`src/rtl/pwm_timer_pkg.sv`:
```
package pwm_timer_pkg;

   localparam logic [3:0] ADR_CTRL  = 4'd0;
   localparam logic [3:0] ADR_IEN   = 4'd1;
   localparam logic [3:0] ADR_STAT  = 4'd2;
   localparam logic [3:0] ADR_MODE  = 4'd3;
   localparam logic [3:0] ADR_OUT   = 4'd4;
   localparam logic [3:0] ADR_PSC   = 4'd5;
   localparam logic [3:0] ADR_RLDH  = 4'd6;
   localparam logic [3:0] ADR_RLDL  = 4'd7;
   localparam logic [3:0] ADR_CMPH  = 4'd8;
   localparam logic [3:0] ADR_CMPL  = 4'd9;

   localparam logic [2:0] SHAPE_BELOW = 3'b110;
   localparam logic [2:0] SHAPE_ABOVE = 3'b111;
   localparam logic [1:0] DIR_OUTPUT  = 2'b00;

   typedef struct packed {
      logic       run;
      logic       match_ien;
      logic       preload;
      logic [1:0] dir;
      logic [2:0] shape;
      logic       low_act;
      logic       pin_en;
   } tmr_cfg_t;

endpackage

```
`src/rtl/pwm_timer_prescale.sv`:
```
module pwm_timer_prescale #(
   parameter int PSC_W = 4
) (
   input  logic             clk,
   input  logic             rst_n,
   input  logic             run,
   input  logic [PSC_W-1:0] psc,
   output logic             tick
);
   localparam int DIV_W = (1 << PSC_W) - 1;

   logic [DIV_W-1:0] div_q;
   logic [DIV_W-1:0] mask;

   assign mask = (DIV_W'(1) << psc) - DIV_W'(1);
   assign tick = run && ((div_q & mask) == mask);

   always_ff @(posedge clk or negedge rst_n) begin
      if (!rst_n)   div_q <= '0;
      else if (run) div_q <= div_q + DIV_W'(1);
      else          div_q <= '0;
   end
endmodule

```
`src/rtl/pwm_timer_counter.sv`:
```
module pwm_timer_counter #(
   parameter int CNT_W = 16
) (
   input  logic             clk,
   input  logic             rst_n,
   input  logic             tick,
   input  logic [CNT_W-1:0] reload,
   output logic [CNT_W-1:0] count,
   output logic             step,
   output logic             wrap
);
   logic [CNT_W:0] next_ext;

   assign next_ext = {1'b0, count} + {{CNT_W{1'b0}}, 1'b1};
   assign step     = tick && (reload != '0);
   assign wrap     = step && (next_ext >= {1'b0, reload});

   always_ff @(posedge clk or negedge rst_n) begin
      if (!rst_n)    count <= '0;
      else if (wrap) count <= '0;
      else if (step) count <= next_ext[CNT_W-1:0];
   end
endmodule

```
`src/rtl/pwm_timer_compare.sv`:
```
module pwm_timer_compare
   import pwm_timer_pkg::*;
#(
   parameter int CNT_W   = 16,
   parameter bit REG_OUT = 1'b1
) (
   input  logic             clk,
   input  logic             rst_n,
   input  logic [CNT_W-1:0] count,
   input  logic             step,
   input  logic             wrap,
   input  logic [CNT_W-1:0] cmp_new,
   input  tmr_cfg_t         cfg,
   output logic             match,
   output logic             pwm
);
   logic [CNT_W-1:0] cmp_hold;
   logic [CNT_W-1:0] cmp_act;
   logic             ref_act;
   logic             pin_d;

   always_ff @(posedge clk or negedge rst_n) begin
      if (!rst_n)                    cmp_hold <= '0;
      else if (!cfg.preload || wrap) cmp_hold <= cmp_new;
   end

   assign cmp_act = cfg.preload ? cmp_hold : cmp_new;
   assign match   = step && (count == cmp_act);

   always_comb begin
      ref_act = 1'b0;
      if (cfg.dir == DIR_OUTPUT) begin
         case (cfg.shape)
            SHAPE_BELOW: ref_act = (count < cmp_act);
            SHAPE_ABOVE: ref_act = (count > cmp_act);
            default:     ref_act = 1'b0;
         endcase
      end
   end

   assign pin_d = cfg.pin_en ? (ref_act ^ cfg.low_act) : cfg.low_act;

   generate
      if (REG_OUT) begin : g_pin_reg
         always_ff @(posedge clk or negedge rst_n) begin
            if (!rst_n) pwm <= 1'b0;
            else        pwm <= pin_d;
         end
      end else begin : g_pin_comb
         assign pwm = pin_d;
      end
   endgenerate
endmodule

```
`src/rtl/pwm_timer_regs.sv`:
```
module pwm_timer_regs
   import pwm_timer_pkg::*;
#(
   parameter int DATA_W = 8,
   parameter int ADDR_W = 4,
   parameter int CNT_W  = 16,
   parameter int PSC_W  = 4
) (
   input  logic              clk,
   input  logic              rst_n,
   input  logic              we,
   input  logic [ADDR_W-1:0] addr,
   input  logic [DATA_W-1:0] wdata,
   output logic [DATA_W-1:0] rdata,
   input  logic              flag_set,
   output tmr_cfg_t          cfg,
   output logic [PSC_W-1:0]  psc,
   output logic [CNT_W-1:0]  reload,
   output logic [CNT_W-1:0]  cmp,
   output logic              flag
);
   localparam int HI_W = CNT_W - DATA_W;

   logic w_ctrl, w_ien, w_stat, w_mode, w_out, w_psc;
   logic w_rldh, w_rldl, w_cmph, w_cmpl;

   assign w_ctrl = we && (addr == ADDR_W'(ADR_CTRL));
   assign w_ien  = we && (addr == ADDR_W'(ADR_IEN));
   assign w_stat = we && (addr == ADDR_W'(ADR_STAT));
   assign w_mode = we && (addr == ADDR_W'(ADR_MODE));
   assign w_out  = we && (addr == ADDR_W'(ADR_OUT));
   assign w_psc  = we && (addr == ADDR_W'(ADR_PSC));
   assign w_rldh = we && (addr == ADDR_W'(ADR_RLDH));
   assign w_rldl = we && (addr == ADDR_W'(ADR_RLDL));
   assign w_cmph = we && (addr == ADDR_W'(ADR_CMPH));
   assign w_cmpl = we && (addr == ADDR_W'(ADR_CMPL));

   always_ff @(posedge clk or negedge rst_n) begin
      if (!rst_n) begin
         cfg    <= '0;
         psc    <= '0;
         reload <= '0;
         cmp    <= '0;
      end else begin
         if (w_ctrl) cfg.run       <= wdata[0];
         if (w_ien)  cfg.match_ien <= wdata[1];
         if (w_mode) begin
            cfg.dir     <= wdata[1:0];
            cfg.preload <= wdata[3];
            cfg.shape   <= wdata[6:4];
         end
         if (w_out) begin
            cfg.pin_en  <= wdata[0];
            cfg.low_act <= wdata[1];
         end
         if (w_psc)  psc                        <= wdata[PSC_W-1:0];
         if (w_rldh) reload[CNT_W-1:DATA_W]     <= wdata[HI_W-1:0];
         if (w_rldl) reload[DATA_W-1:0]         <= wdata;
         if (w_cmph) cmp[CNT_W-1:DATA_W]        <= wdata[HI_W-1:0];
         if (w_cmpl) cmp[DATA_W-1:0]            <= wdata;
      end
   end

   always_ff @(posedge clk or negedge rst_n) begin
      if (!rst_n)                 flag <= 1'b0;
      else if (flag_set)          flag <= 1'b1;
      else if (w_stat && !wdata[0]) flag <= 1'b0;
   end

   always_comb begin
      rdata = '0;
      case (addr)
         ADDR_W'(ADR_CTRL): rdata = DATA_W'(cfg.run);
         ADDR_W'(ADR_IEN):  rdata = DATA_W'({cfg.match_ien, 1'b0});
         ADDR_W'(ADR_STAT): rdata = DATA_W'(flag);
         ADDR_W'(ADR_MODE): rdata = DATA_W'({cfg.shape, cfg.preload, 1'b0, cfg.dir});
         ADDR_W'(ADR_OUT):  rdata = DATA_W'({cfg.low_act, cfg.pin_en});
         ADDR_W'(ADR_PSC):  rdata = DATA_W'(psc);
         ADDR_W'(ADR_RLDH): rdata = DATA_W'(reload[CNT_W-1:DATA_W]);
         ADDR_W'(ADR_RLDL): rdata = reload[DATA_W-1:0];
         ADDR_W'(ADR_CMPH): rdata = DATA_W'(cmp[CNT_W-1:DATA_W]);
         ADDR_W'(ADR_CMPL): rdata = cmp[DATA_W-1:0];
         default:           rdata = '0;
      endcase
   end
endmodule

```
`src/rtl/pwm_timer.sv`:
```
module pwm_timer
   import pwm_timer_pkg::*;
#(
   parameter int DATA_W  = 8,
   parameter int ADDR_W  = 4,
   parameter int CNT_W   = 16,
   parameter int PSC_W   = 4,
   parameter bit REG_OUT = 1'b1
) (
   input  logic              clk,
   input  logic              rst_n,
   input  logic              reg_we,
   input  logic [ADDR_W-1:0] reg_addr,
   input  logic [DATA_W-1:0] reg_wdata,
   output logic [DATA_W-1:0] reg_rdata,
   output logic [CNT_W-1:0]  count_o,
   output logic              pwm_o,
   output logic              irq_o
);
   generate
      if (CNT_W != 2 * DATA_W) begin : g_bad_split
         $error("pwm_timer: CNT_W must be twice DATA_W");
      end
      if (ADDR_W < 4) begin : g_bad_addr
         $error("pwm_timer: ADDR_W must cover the register map");
      end
      if (PSC_W < 1 || PSC_W > 5 || PSC_W > DATA_W) begin : g_bad_psc
         $error("pwm_timer: PSC_W out of range");
      end
   endgenerate

   tmr_cfg_t         cfg;
   logic [PSC_W-1:0] psc;
   logic [CNT_W-1:0] reload;
   logic [CNT_W-1:0] cmp_new;
   logic             tick, step, wrap, match, flag;
   logic             cnt_run, pin_en, low_act;

   assign cnt_run = cfg.run;
   assign pin_en  = cfg.pin_en;
   assign low_act = cfg.low_act;

   pwm_timer_regs #(
      .DATA_W(DATA_W), .ADDR_W(ADDR_W), .CNT_W(CNT_W), .PSC_W(PSC_W)
   ) u_regs (
      .clk(clk), .rst_n(rst_n), .we(reg_we), .addr(reg_addr), .wdata(reg_wdata),
      .rdata(reg_rdata), .flag_set(match), .cfg(cfg), .psc(psc),
      .reload(reload), .cmp(cmp_new), .flag(flag)
   );

   pwm_timer_prescale #(.PSC_W(PSC_W)) u_psc (
      .clk(clk), .rst_n(rst_n), .run(cnt_run), .psc(psc), .tick(tick)
   );

   pwm_timer_counter #(.CNT_W(CNT_W)) u_cnt (
      .clk(clk), .rst_n(rst_n), .tick(tick), .reload(reload),
      .count(count_o), .step(step), .wrap(wrap)
   );

   pwm_timer_compare #(.CNT_W(CNT_W), .REG_OUT(REG_OUT)) u_cmp (
      .clk(clk), .rst_n(rst_n), .count(count_o), .step(step), .wrap(wrap),
      .cmp_new(cmp_new), .cfg(cfg), .match(match), .pwm(pwm_o)
   );

   assign irq_o = flag && cfg.match_ien;
endmodule

```
`config.mk`:
```
export PLATFORM = sky130hd
export DESIGN_NAME = pwm_timer
export DESIGN_NICKNAME = d
export VERILOG_FILES = /design/src/rtl/pwm_timer_pkg.sv /design/src/rtl/pwm_timer_prescale.sv /design/src/rtl/pwm_timer_counter.sv /design/src/rtl/pwm_timer_compare.sv /design/src/rtl/pwm_timer_regs.sv /design/src/rtl/pwm_timer.sv
export SDC_FILE = /design/constraint.sdc
export NUM_CORES = 1
export LEC_CHECK = 0
export BUFFER_PORTS_ARGS = -buffer_cell sky130_fd_sc_hd__buf_2
export CAP_MARGIN = 10
export CORE_MARGIN = 2
export CORE_UTILIZATION = 65
export CTS_CLUSTER_DIAMETER = 100
export DETAILED_ROUTE_END_ITERATION = 8
export GPL_ROUTABILITY_DRIVEN = 0
export GPL_TIMING_DRIVEN = 1
export HOLD_SLACK_MARGIN = 0.1
export PLACE_DENSITY = 0.95
export SYNTH_ARGS = -nofsm -noshare
export SYNTH_HDL_FRONTEND = slang
export SYNTH_HIERARCHICAL = 1
export SYNTH_SLANG_ARGS = --single-unit
```
`constraint.sdc`:
```
create_clock -name clk -period 8.56 [get_ports clk]
set_input_delay 1.284 -clock clk [delete_from_list [all_inputs] [get_ports clk]]
set_output_delay 1.284 -clock clk [all_outputs]
set_load 0.01 [all_outputs]
```
==> impl_metrics.toml <==
[global_routing]
grt_pass1_wl_um = 24100
grt_usage_pct = 30.7
grt_antenna_before_repair = 0
grt_overflow = 0
grt_max_degree = 58
grt_pass1_vias = 4796

[synthesis]
syn_area_sq_um = 6140
yosysMostFrequentCell = "dfrtp_1"
syn_nets = 620
synth-edff-count = 0
ys_top_cells_by_count = "dfrtp_1, nand2_1, mux2_2"
synth_cells = 570
postSynthAreaPerCell_sq_um = 10.8
synth.largest_area_cell = "dfrtp_1"
ys_ff_latch = 95
async_flop_share_pct = 100
synth_area_leaders = "dfrtp_1, ha_1, mux2_2, mux2_4, mux2i_1"
ys_types = 74
netlist.area_leader.share_pct = 38.7
ys.flop_type = "dfrtp_1"
seq_area_frac_synth_pct = 38.7
yosys_warnings = 6

[finish]
insertedDiodeCount = 0
drive_gt1_share_pct = 23.5
fillers = 592
layout.nets = 650
syn_to_final_growth_pct = 6.28

[timing]
fin_crit_ns = 4.24
slew_viol_final = 0
period_share_pct = 49.5
tightest_slew_ns = 1.02
final_hold_viol_count = 0
rsz0062_at_grt = "false"
finalSetupTns_ns = 0
setup-violations-final = 0
fmax_mhz = 236
maxSlewHeadroom_pct = 31.7
final.setup_skew_ns = 0.0132

[power]
vdd_ir_drop_max_mv = 0.133
leakage_nw = 3.07
p_per_area_nw_per_um2 = 204
finalPower_w = 0.00133

[setup_path]
critPathArrivalTime_ns = 4.49
crit_family = "simple AND/OR/NAND/NOR gates"
crit_path_end_kind = "flip-flop"
slowest_stage = "dfrtp_1"
worstPathMaxFanout = 19
cp_num_buf_inv = 2
cpPeakStageDelay_ns = 0.54
cp.required_ns = 8.81
crit_type = "flip-flop to flip-flop"
crit_chain = "nand4_2 -> nor2_1 -> nand2_1 -> nor2_1 -> xnor2_1 -> inv_1 -> ha_1 -> a21o_1 -> a21o_1 -> a211oi_2 -> o311ai_4 -> and2_1 -> nor2b_1 -> buf_4 -> mux2_1"
start_kind = "flip-flop"

[die]
die-area_sq_um = 10200
die-height_um = 101
pin_count = 41
placementRows = 35
coreArea_sq_um = 9200
dieWidth_um = 101
initial_core_util_pct = 66.7

[drt]
drc = 0
vias_per_cell = 6.73
ant_nets = 0
wirelength_um = 15400
first_pass_iters = 5
drt_iter0_drc = 530
wire_per_inst_um = 21.5
vias = 4821

[clock_network]
htree_levels = 3
ctsResizeCount = 0
cts.path.max_buffers = 2
ctsHoldBuffers = 0
cts_sinks = 95
clk_pin_slew_ns = 0.11
clock_latency_ns = 0.38
cts_buffers = 9
cts_tree = "built"
clockRootBuffer = "clkbuf_8"
cts_setup_buffers = 0

[flow_run]
drv_cap = 0

[run_status]
status = "finished, final reports clean"

[placement]
numPortBuffers = 40
hpwl_um = 10900

[hold_path]
hold_class = "flip-flop to flip-flop"
[cell families (layout without fill, tap and decap cells)]
family,after synthesis,after routing,share of synthesized area (%)
and+or+nand+nor,175,175,17.0
AOI/OAI and AO/OA,96,96,11.9
DFF,95,95,38.7
muxes,88,88,16.7
buffers and inverters,55,90,4.85
adders and majority gates,35,35,7.14
xor gates and xnor gates,26,26,3.71
[sequential cells by signal (all words and copies together), names as in the netlist]
| register | flops |
|---|---|
| u_regs/flag | 1 |
| u_regs/psc | 4 |
| u_cmp/cmp_hold | 16 |
| u_regs/cmp | 16 |
| u_cnt/count | 16 |
| u_psc/div_q | 15 |
| u_cmp/pwm | 1 |
| u_regs/reload | 16 |
| u_regs/cfg | 10 |
[cells in the final DEF (no fill, tap or decap), drive strengths merged, types with 3 or more instances in the layout]
cell type / netlist / routed
a211oi: 4 / 4
a21boi: 3 / 3
a21o: 5 / 5
a21oi: 16 / 16
a22oi: 7 / 7
a32oi: 6 / 6
and2: 18 / 18
and3: 5 / 5
and4: 4 / 4
buf: 21 / 43
clkbuf: 3 / 9
dfrtp: 95 / 95
ha: 35 / 35
inv: 31 / 34
mux2: 68 / 68
mux2i: 20 / 20
nand2: 47 / 47
nand2b: 7 / 7
nand3: 13 / 13
nand4: 15 / 15
nor2: 22 / 22
nor2b: 11 / 11
nor3: 12 / 12
nor4: 10 / 10
o21ai: 24 / 24
o221ai: 3 / 3
o22ai: 4 / 4
o31ai: 6 / 6
or3: 3 / 3
xnor2: 18 / 18
xor2: 8 / 8
[worst paths after layout]
kind / start / endpoint / slack, ns / depth (start not counted)
worst min-delay path: u_psc/div_q[0] / u_psc/div_q[0] / 0.51 / 1
max in group asynchronous: rst_n / u_regs/reload[4] / 6.61 / 2
worst min register to register: u_psc/div_q[0] / u_psc/div_q[0] / 0.51 / 1
worst max-delay path: u_cnt/count[5] / u_cmp/cmp_hold[9] / 4.32 / 15
min in group asynchronous: rst_n / u_cnt/count[2] / 0.86 / 1
worst max register to register: u_cnt/count[5] / u_cmp/cmp_hold[9] / 4.32 / 15
[report_power, final]
part	internal, W	total, W	leakage [nW]	switching (W)
combinational	0.000186	0.000371	1.76	0.000185
sequential	0.000536	0.000657	1.22	0.000121
clock	0.000116	0.000303	0.0954	0.000187
[layout make-up]
cell class,count,area [sq um],share of cell area [%]
Multi-Input combinational cell,420,3460,53.1
Tap cell,111,139,2.13
Sequential cell,95,2380,36.4
Timing Repair Buffer,43,225,3.45
Clock buffer,9,124,1.90
Clock inverter,7,78.8,1.21
Inverter,31,116,1.78
[metrics by stage]
step | setup slack [ns] | cell area, sq um | utilization (%) | hold WS [ns] | instances
global placement | 4.61 | 6320 | 68.7 | 0.470 | 700
global route | 4.19 | 6520 | 70.9 | 0.525 | 716
finish | 4.32 | 6520 | 70.9 | 0.507 | 716
detailed placement | 4.51 | 6320 | 68.7 | 0.481 | 700
floorplan | 5.01 | 6140 | - | 0.438 | 570
CTS | 4.44 | 6520 | 70.9 | 0.507 | 716
[layer usage]
metal	up-vias	GRT usage [%]	wire [um]
met3	69	5.45	1010
li1	2129	-	-
met2	245	52.3	7860
met4	0	18.0	718
met5	-	0	0
met1	2378	36.5	5780
Power figures use the tool's default switching activity.
